===== src/rtl/rsw_pkg.sv =====
package rsw_pkg;

    typedef enum logic [2:0] {
        ST_IDLE,
        ST_LOAD,
        ST_PULSE,
        ST_GAP,
        ST_DONE,
        ST_FAIL
    } rsw_state_e;

endpackage


===== src/rtl/rsw_fb_sync.sv =====
module rsw_fb_sync #(
    parameter int STAGES = 2
) (
    input  logic clk,
    input  logic rst_n,
    input  logic async_i,
    output logic sync_o
);
    logic [STAGES-1:0] chain_q;

    generate
        for (genvar s = 0; s < STAGES; s++) begin : g_stage
            if (s == 0) begin : g_first
                always_ff @(posedge clk or negedge rst_n) begin
                    if (!rst_n) chain_q[0] <= 1'b0;
                    else        chain_q[0] <= async_i;
                end
            end else begin : g_rest
                always_ff @(posedge clk or negedge rst_n) begin
                    if (!rst_n) chain_q[s] <= 1'b0;
                    else        chain_q[s] <= chain_q[s-1];
                end
            end
        end
    endgenerate

    assign sync_o = chain_q[STAGES-1];
endmodule


===== src/rtl/rsw_level_next.sv =====
module rsw_level_next #(
    parameter int LVL_W = 4
) (
    input  logic             up_i,
    input  logic [LVL_W-1:0] lvl_i,
    input  logic [LVL_W-1:0] step_i,
    output logic [LVL_W-1:0] lvl_o
);
    logic [LVL_W:0] sum;

    always_comb begin
        sum = {1'b0, lvl_i} + {1'b0, step_i};
        if (up_i) begin
            lvl_o = sum[LVL_W] ? {LVL_W{1'b1}} : sum[LVL_W-1:0];
        end else begin
            lvl_o = (lvl_i >= step_i) ? (lvl_i - step_i) : '0;
        end
    end
endmodule


===== src/rtl/rsw_pulse_len.sv =====
module rsw_pulse_len #(
    parameter int WID_W = 8
) (
    input  logic [WID_W-1:0] width_i,
    output logic [WID_W-1:0] reload_o
);
    always_comb begin
        reload_o = (width_i == '0) ? '0 : (width_i - WID_W'(1));
    end
endmodule


===== src/rtl/rram_step_writer.sv =====
module rram_step_writer #(
    parameter int LVL_W       = 4,
    parameter int CNT_W       = 4,
    parameter int WID_W       = 8,
    parameter int GAP_CYCLES  = 2,
    parameter int SYNC_STAGES = 2
) (
    input  logic             clk,
    input  logic             rst_n,
    input  logic             start_i,
    input  logic             op_reset_i,
    input  logic             fb_i,
    input  logic [LVL_W-1:0] start_lvl_i,
    input  logic [LVL_W-1:0] step_size_i,
    input  logic [CNT_W-1:0] step_cnt_i,
    input  logic [WID_W-1:0] set_width_i,
    input  logic [WID_W-1:0] reset_width_i,
    output logic             wr_en_o,
    output logic [LVL_W-1:0] lvl_o,
    output logic             busy_o,
    output logic             done_o,
    output logic             fail_o
);
    import rsw_pkg::*;

    localparam int GAP_W = (GAP_CYCLES < 2) ? 1 : $clog2(GAP_CYCLES);
    localparam logic [GAP_W-1:0] GAP_LOAD = GAP_W'(GAP_CYCLES - 1);

    typedef struct packed {
        rsw_state_e       state;
        logic             op;
        logic [LVL_W-1:0] first_lvl;
        logic [LVL_W-1:0] step;
        logic [LVL_W-1:0] lvl;
        logic [CNT_W-1:0] left_cnt;
        logic [WID_W-1:0] width;
        logic [WID_W-1:0] timer;
        logic [GAP_W-1:0] gap;
        logic             fb_hit;
    } ctl_t;

    ctl_t r_d, r_q;

    logic             fb_s;
    logic [LVL_W-1:0] lvl_step;
    logic [WID_W-1:0] reload;

    rsw_fb_sync #(.STAGES(SYNC_STAGES)) u_sync (
        .clk     (clk),
        .rst_n   (rst_n),
        .async_i (fb_i),
        .sync_o  (fb_s)
    );

    rsw_level_next #(.LVL_W(LVL_W)) u_lvl (
        .up_i   (r_q.op),
        .lvl_i  (r_q.lvl),
        .step_i (r_q.step),
        .lvl_o  (lvl_step)
    );

    rsw_pulse_len #(.WID_W(WID_W)) u_len (
        .width_i  (r_q.width),
        .reload_o (reload)
    );

    always_comb begin
        r_d = r_q;
        unique case (r_q.state)
            ST_IDLE: begin
                if (start_i) begin
                    r_d.state     = ST_LOAD;
                    r_d.op        = op_reset_i;
                    r_d.first_lvl = start_lvl_i;
                    r_d.step      = step_size_i;
                    r_d.left_cnt  = (step_cnt_i == '0) ? '0 : (step_cnt_i - CNT_W'(1));
                    r_d.width     = op_reset_i ? reset_width_i : set_width_i;
                    r_d.fb_hit    = 1'b0;
                end
            end
            ST_LOAD: begin
                r_d.lvl   = r_q.first_lvl;
                r_d.timer = reload;
                r_d.state = ST_PULSE;
            end
            ST_PULSE: begin
                if (fb_s) begin
                    r_d.fb_hit = 1'b1;
                    r_d.state  = ST_DONE;
                end else if (r_q.timer == '0) begin
                    if (r_q.left_cnt == '0) begin
                        r_d.state = ST_FAIL;
                    end else begin
                        r_d.lvl      = lvl_step;
                        r_d.left_cnt = r_q.left_cnt - CNT_W'(1);
                        r_d.gap      = GAP_LOAD;
                        r_d.state    = ST_GAP;
                    end
                end else begin
                    r_d.timer = r_q.timer - WID_W'(1);
                end
            end
            ST_GAP: begin
                if (r_q.gap == '0) begin
                    r_d.timer = reload;
                    r_d.state = ST_PULSE;
                end else begin
                    r_d.gap = r_q.gap - GAP_W'(1);
                end
            end
            ST_DONE, ST_FAIL: begin
                r_d.lvl    = '0;
                r_d.fb_hit = 1'b0;
                r_d.state  = ST_IDLE;
            end
            default: r_d.state = ST_IDLE;
        endcase
    end

    always_ff @(posedge clk or negedge rst_n) begin
        if (!rst_n) begin
            r_q <= '{state: ST_IDLE, default: '0};
        end else begin
            r_q <= r_d;
        end
    end

    assign wr_en_o = (r_q.state == ST_PULSE);
    assign lvl_o   = ((r_q.state == ST_PULSE) || (r_q.state == ST_GAP)) ? r_q.lvl : '0;
    assign busy_o  = (r_q.state == ST_LOAD) || (r_q.state == ST_PULSE) || (r_q.state == ST_GAP);
    assign done_o  = (r_q.state == ST_DONE) || (r_q.state == ST_FAIL);
    assign fail_o  = (r_q.state == ST_FAIL);
endmodule


===== config.mk =====
export PLATFORM = sky130hd
export DESIGN_NAME = rram_step_writer
export DESIGN_NICKNAME = d
export VERILOG_FILES = /design/src/rtl/rsw_pkg.sv /design/src/rtl/rsw_fb_sync.sv /design/src/rtl/rsw_level_next.sv /design/src/rtl/rsw_pulse_len.sv /design/src/rtl/rram_step_writer.sv
export SDC_FILE = /design/constraint.sdc
export NUM_CORES = 1
export LEC_CHECK = 0
export ABC_CLOCK_PERIOD_IN_PS = 2420
export BUFFER_PORTS_ARGS = -buffer_cell sky130_fd_sc_hd__buf_2
export CORE_MARGIN = 10
export CORE_UTILIZATION = 37
export DETAILED_ROUTE_END_ITERATION = 8
export SLEW_MARGIN = 20
export SYNTH_ARGS = -nofsm -noshare
export SYNTH_HDL_FRONTEND = slang
export SYNTH_SLANG_ARGS = --single-unit
export TNS_END_PERCENT = 20

===== constraint.sdc =====
create_clock -name clk -period 2.42 [get_ports clk]
set_clock_uncertainty 0.05 [all_clocks]
set_input_delay 0.242 -clock clk [delete_from_list [all_inputs] [get_ports clk]]
set_output_delay 0.242 -clock clk [all_outputs]
set_load 0.1 [all_outputs]

==> impl_metrics.yaml, run 1 <==
synth:
  dominant_combinational_cell_family_by_area_after_synthesis: "simple AND/OR/NAND/NOR gates"
  synth_flop_cell: "sky130_fd_sc_hd__dfrtp_1"
  synth_seq_area_share: 0.3728
  post_synth_xor_area_fraction: 0.02008
  synth.area.mux_share: 0.06023
  async_flop_share: 1.000
  synth_compound_gate_area_share: 0.1883
  netlist_instances: 286
  synth.avg_cell_area_um2: 9.152
  synth_simple_gate_area_frac: 0.2180
  post-synth-top-area-cell: "sky130_fd_sc_hd__dfrtp_1"
  synth.area.top_cells: "sky130_fd_sc_hd__dfrtp_1 (37%), sky130_fd_sc_hd__ha_1 (7.2%), sky130_fd_sc_hd__nor2_1 (3.9%), sky130_fd_sc_hd__mux2i_1 (3.4%), sky130_fd_sc_hd__o21ai_0 (3.3%)"
  synth_edf_count: 0
  synthAdderAreaFrac: 0.08700
  number_of_synthesis_warnings: 0
  yosys_register_bits: 39
  synth.distinct_cells: 59
  synth_fp_nets: 336
  syn-cell-area_um2: 2618
  synth_largest_type_area_fraction: 0.3728
placed_design:
  buffer_ports.inserted: 40
  detailedPlacementHpwl_um: 4517
  preCtsSetupSlack_ns: 0.2448
  place_congestion: 0.8849
sta:
  hold_viol: 0
  max_freq_mhz: 453.6
  report.final.slew_viol_count: 0
  setup_viol_count_final: 0
  timing.max_slew.rel_slack: 0.3943
  max_slew.worst_pin.slew_ns: 0.9086
  layout_min_cycle_time_ns: 2.205
  setup_tns_ns: 0
  grt_setup_unrepaired: "false"
  setup_ws_ns: 0.2155
  finalCritPeriodShare: 0.9110
finish:
  leading_cell_types_in_the_layout_fill_and_taps_excluded: "sky130_fd_sc_hd__buf_2 (40), sky130_fd_sc_hd__dfrtp_1 (39), sky130_fd_sc_hd__nor2_1 (27), sky130_fd_sc_hd__inv_1 (20), sky130_fd_sc_hd__o21ai_0 (17)"
  drive_gt1_frac: 0.2110
  layout_commonest_cell: "sky130_fd_sc_hd__buf_2"
  fillCellCount: 719
  seq_cell_area_um2: 975.9
  area.growth.synth_to_final_pct: 15.92
  multi_input_comb_area_um2: 1501
  antennaDiodeCount: 0
  final_net_count: 376
die:
  die_h_um: 104.1
  ios: 41
  floorplan.core_area_um2: 6832
  die_ar_um2: 10840
  rows: 30
  initial_core_util: 0.3832
  die_width_um: 104.1
grt:
  first_global_vias: 2192
  track_usage: 0.1113
  grt_overflow: 0
  antenna_violations_before_repair: 0
  grt_start_max_net_pins: 40
  wire_length_of_the_first_global_routing_pass_um: 10470
clock_tree:
  clk_path_buf_depth: 2
  clock_insertion_delay_worst_skew_ns: 0.29
  cts.clk_slew.worst_paths_ns: 0.08
  cts_repair_resize_count: 0
  clockRootBuffer: "sky130_fd_sc_hd__clkbuf_8"
  cts.sink_count: 39
  buffers_inserted_during_post_cts_setup_optimization: 0
  tritoncts.num_buffers: 5
  number_of_levels_in_the_clock_h_tree: 2
  cts_tree: "yes"
run:
  cap_violations: 0
pwr:
  power_density_nw_per_um2: 1489
  p_sw_mw: 2.235
  power.switching_fraction: 0.4947
  power.leakage_nw: 1.348
  internal_power_mw: 2.283
  pwr-share-comb: 0.577
  ir_drop_v: 0.0005355
  clock_power_share: 0.125
  seqPwrFrac: 0.299
worst_setup_path:
  setup.reg_to_reg.worst_slack_ns: 0.22
  regToRegEndpoint: "r_q[25]"
  data_arrival_time_at_the_worst_slack_endpoint_ns: 1.91
  r2r_depth: 9
  startpoint_of_the_most_critical_register_to_register_path: "r_q[22]"
  worst_ep_required_time_ns: 2.13
  worst-path-max-fanout: 11
  crit_path_start_kind: "flop"
  endpoint_kind: "output pin"
  worst-setup-path-type: "flop to output pin"
worst_hold_path:
  hold_path.class: "primary input to asynchronous set/reset pin"
drt:
  postRouteWirelength_um: 6007
  first_pass_iters: 4
  avgViaCountPerCell: 5.123
  detail_route.drc_violations: 0
  routed-via-count: 2167
  detail-route-antenna-nets: 0
  avgRoutedWirePerCell_um: 14.20
  drt_iter0_drc: 107
run_status:
  run_status: "completed"
==> state kept, by name (all words and copies together), names as in the netlist <==
name / flops
u_sync.chain_q: 1
u_sync.sync_o: 1
r_q: 37
==> per-stage QoR <==
step,hold WS (ns),power (mW),utilization,cell area (µm²),std cells
2_1_floorplan,-0.1036,3.407,-,2619,286
3_3_place_gp,0.2861,3.942,0.4255,2907,414
3_5_place_dp,0.2879,3.963,0.4255,2907,414
4_1_cts,0.0009633,4.552,0.4427,3024,422
5_1_grt,0.09609,4.915,0.4441,3034,423
6_report,0.03086,4.518,0.4441,3034,423
==> power by group through the flow <==
stage | Combinational, mW | Clock (mW) | Sequential (mW)
after floorplan | 2.19 | 0 | 1.22
after CTS | 2.61 | 0.590 | 1.35
after global placement | 2.59 | 0 | 1.35
after detailed placement | 2.60 | 0 | 1.36
final | 2.60 | 0.564 | 1.35
after global routing | 2.89 | 0.616 | 1.41
==> worst max-delay path, cell delays in order (launching register included) <==
cell                      delay, ns
sky130_fd_sc_hd__dfrtp_1       0.53
sky130_fd_sc_hd__nor2b_1       0.46
sky130_fd_sc_hd__and2_1        0.21
sky130_fd_sc_hd__buf_2         0.43
==> repair_timing <==
action                                 4_1_cts  5_1_grt
hold buffers                                 0        1
setup endpoints to repair                    0        0
endpoints found under the hold margin        0        1
==> cell families after synthesis <==
| logic type | after synthesis |
|---|---|
| buffers and inverters | 33 |
| adder cells (fa/ha/maj) | 17 |
| XOR/XNOR | 6 |
| multiplexers | 15 |
| AO/OA/AOI/OAI | 72 |
| flip-flops | 39 |
| AND/OR/NAND/NOR | 104 |
==> final cells by class <==
type / instances / area share
clock buffer: 6 / 0.02722
clock inverter: 2 / 0.01155
inverter: 21 / 0.02598
multi-input combinational: 214 / 0.4948
sequential: 39 / 0.3216
tap: 96 / 0.03959
timing repair buffer: 45 / 0.07918
==> synth_stat cells (5+ instances only) <==
library cell,count
sky130_fd_sc_hd__inv_1,20
sky130_fd_sc_hd__clkbuf_1,5
sky130_fd_sc_hd__nand2_1,16
sky130_fd_sc_hd__a31oi_1,8
sky130_fd_sc_hd__ha_1,15
sky130_fd_sc_hd__nor2_1,27
sky130_fd_sc_hd__nor3_1,13
sky130_fd_sc_hd__nand2b_1,6
sky130_fd_sc_hd__mux2i_1,9
sky130_fd_sc_hd__o21ai_0,17
sky130_fd_sc_hd__mux2_2,6
sky130_fd_sc_hd__dfrtp_1,39
sky130_fd_sc_hd__nor3b_1,5
sky130_fd_sc_hd__nand3_1,8
sky130_fd_sc_hd__xnor2_1,5
sky130_fd_sc_hd__a21oi_1,15
==> worst max path at each step <==
stage                     startpoint  endpoint  slack, ns  cells past startpoint
after global placement       r_q[22]   r_q[25]       0.28                      9
after floorplan              r_q[36]    fail_o       0.14                      3
after global routing         r_q[36]  lvl_o[1]       0.06                      3
after detailed placement     r_q[22]   r_q[25]       0.24                      9
final                        r_q[36]  lvl_o[1]       0.22                      3
after CTS                    r_q[36]  lvl_o[3]       0.18                      3
==> layer usage <==
metal  share of wire  vias up  track usage
met5               0        -            0
met3           0.061        2      0.03408
li1                -     1106            -
met2            0.42       67       0.1626
met4          0.0032        0      0.02087
met1            0.52      992       0.1572
Power figures use the tool's default switching activity.
==> run 2, diff against run 1 <==
RECOVER_POWER = 100   (was unset)
==> run 2 against run 1 <==
Effect of this change: via count grew 1.1%; worst hold slack gained 0.033 ns; sequential share of layout area rose by 0.48 points; utilization shrank 0.66 points; critical path depth unchanged; sequential power about the same; routed wire length is essentially flat; final cell count unchanged; critical endpoint is now lvl_o[3].
==> impl_metrics.yaml, run 2 (synthesized netlist as in run 1, its figures left out) <==
run_status:
  run_status: "completed"
worst_setup_path:
  crit_path_start_kind: "flop"
  data_arrival_time_at_the_worst_slack_endpoint_ns: 1.94
  endpoint_kind: "output pin"
  worst-path-max-fanout: 11
  r2r_depth: 5
  startpoint_of_the_most_critical_register_to_register_path: "r_q[7]"
  setup.reg_to_reg.worst_slack_ns: 0.20
  worst_ep_required_time_ns: 2.13
  regToRegEndpoint: "r_q[18]"
  worst-setup-path-type: "flop to output pin"
  crit_path_start: "r_q[36]"
  critical_path.endpoint: "lvl_o[3]"
grt:
  track_usage: 0.1113
  grt_start_max_net_pins: 40
  first_global_vias: 2192
  grt_overflow: 0
  antenna_violations_before_repair: 0
  wire_length_of_the_first_global_routing_pass_um: 10470
die:
  floorplan.core_area_um2: 6832
  initial_core_util: 0.3832
  ios: 41
  rows: 30
  die_ar_um2: 10840
  die_h_um: 104.1
  die_width_um: 104.1
placed_design:
  detailedPlacementHpwl_um: 4517
  dpl_cell_area_um2: 2907
  preCtsSetupSlack_ns: 0.2448
  buffer_ports.inserted: 40
  place_congestion: 0.8849
sta:
  finalCritPeriodShare: 0.9241
  timing.max_slew.rel_slack: 0.3252
  setup_tns_ns: 0
  max_freq_mhz: 447.1
  hold_viol: 0
  setup_ws_ns: 0.1836
  max_slew.worst_pin.slew_ns: 1.012
  setup_viol_count_final: 0
  grt_setup_unrepaired: "false"
  layout_min_cycle_time_ns: 2.236
  report.final.slew_viol_count: 0
pwr:
  clock_power_share: 0.127
  ir_drop_v: 0.0005286
  internal_power_mw: 2.249
  power.switching_fraction: 0.4944
  p_sw_mw: 2.199
  seqPwrFrac: 0.300
  power_density_nw_per_um2: 1488
  power.leakage_nw: 1.336
  pwr-share-comb: 0.574
clock_tree:
  clock_insertion_delay_worst_skew_ns: 0.29
  cts.sink_count: 39
  cts_repair_resize_count: 0
  clk_path_buf_depth: 2
  cts_tree: "yes"
  clockRootBuffer: "sky130_fd_sc_hd__clkbuf_8"
  tritoncts.num_buffers: 5
  number_of_levels_in_the_clock_h_tree: 2
  cts.clk_slew.worst_paths_ns: 0.08
finish:
  postLayoutCellArea_um2: 2989
  area.growth.synth_to_final_pct: 14.20
  fillCellCount: 725
  largest_register_by_flop_count: "r_q"
  largest_register_ffs: 37
  layout_commonest_cell: "sky130_fd_sc_hd__dfrtp_1"
  leading_cell_types_in_the_layout_fill_and_taps_excluded: "sky130_fd_sc_hd__dfrtp_1 (39), sky130_fd_sc_hd__buf_2 (32), sky130_fd_sc_hd__nor2_1 (27), sky130_fd_sc_hd__inv_1 (20), sky130_fd_sc_hd__o21ai_0 (17)"
  drive_gt1_frac: 0.1957
  antennaDiodeCount: 0
  final_net_count: 376
drt:
  detail-route-antenna-nets: 0
  avgViaCountPerCell: 5.177
  routed-via-count: 2190
  avgRoutedWirePerCell_um: 14.20
  wl_met1_um: 3097
  detailroute.wirelength.met3_um: 378
  postRouteWirelength_um: 6008
  met2_wirelength_um: 2511
  detail_route.drc_violations: 0
  first_pass_iters: 4
  drt_iter0_drc: 143
  routed.top_layer: "met4"
run:
  cap_violations: 0
worst_hold_path:
  hold_path.class: "primary input to asynchronous set/reset pin"
run 2: metal layers:
layer,vias to the layer above,global-route usage
li1,1104,-
met1,1015,0.1572
met2,69,0.1626
met3,2,0.03408
met4,0,0.02087
met5,-,0
run 2: worst max-delay path: stages (launching register included):
cell and delay [ns]:
sky130_fd_sc_hd__dfrtp_1 0.53, sky130_fd_sc_hd__nor2b_1 0.46, sky130_fd_sc_hd__and2_1 0.21, sky130_fd_sc_hd__clkbuf_2 0.46
run 2: layout make-up:
type                       count  area (µm²)  share of cell area
timing repair buffer          45       234.0             0.07828
inverter                      21       78.83             0.02637
tap                           96       120.1             0.04018
sequential                    39       975.9              0.3265
clock inverter                 2       35.03             0.01172
clock buffer                   6       82.58             0.02763
multi-input combinational    214        1463              0.4893
run 2: power by group through the flow:
stage	logic (mW)	clock network, mW	registers (mW)
final	2.55	0.563	1.33
after global routing	2.85	0.616	1.39
after detailed placement	2.60	0	1.36
after CTS	2.61	0.590	1.35
after global placement	2.59	0	1.35
after floorplan	2.19	0	1.22
run 2: worst min-delay path by stage:
stage,to,startpoint,slack (ns),cells after the start
6_report,r_q[32],rst_n,0.06,1
5_1_grt,r_q[28],step_size_i[2],0.11,3
4_1_cts,u_sync.chain_q[0],fb_i,0.001,1
3_5_place_dp,u_sync.sync_o,u_sync.chain_q[0],0.29,0
3_3_place_gp,u_sync.sync_o,u_sync.chain_q[0],0.29,0
2_1_floorplan,r_q[10],rst_n,-0.10,0
run 2: per-stage QoR:
stage	power [mW]	instances	hold WS [ns]	utilization
after detailed placement	3.963	414	0.2879	0.4255
after global placement	3.942	414	0.2861	0.4255
after CTS	4.552	422	0.0009633	0.4427
after global routing	4.850	423	0.1144	0.4375
after floorplan	3.407	286	-0.1036	-
final	4.448	423	0.06400	0.4375
run 2: repair_timing:
action	4_1_cts	5_1_grt
setup buffers	0	0
hold buffers	0	1
hold endpoints to repair	0	1
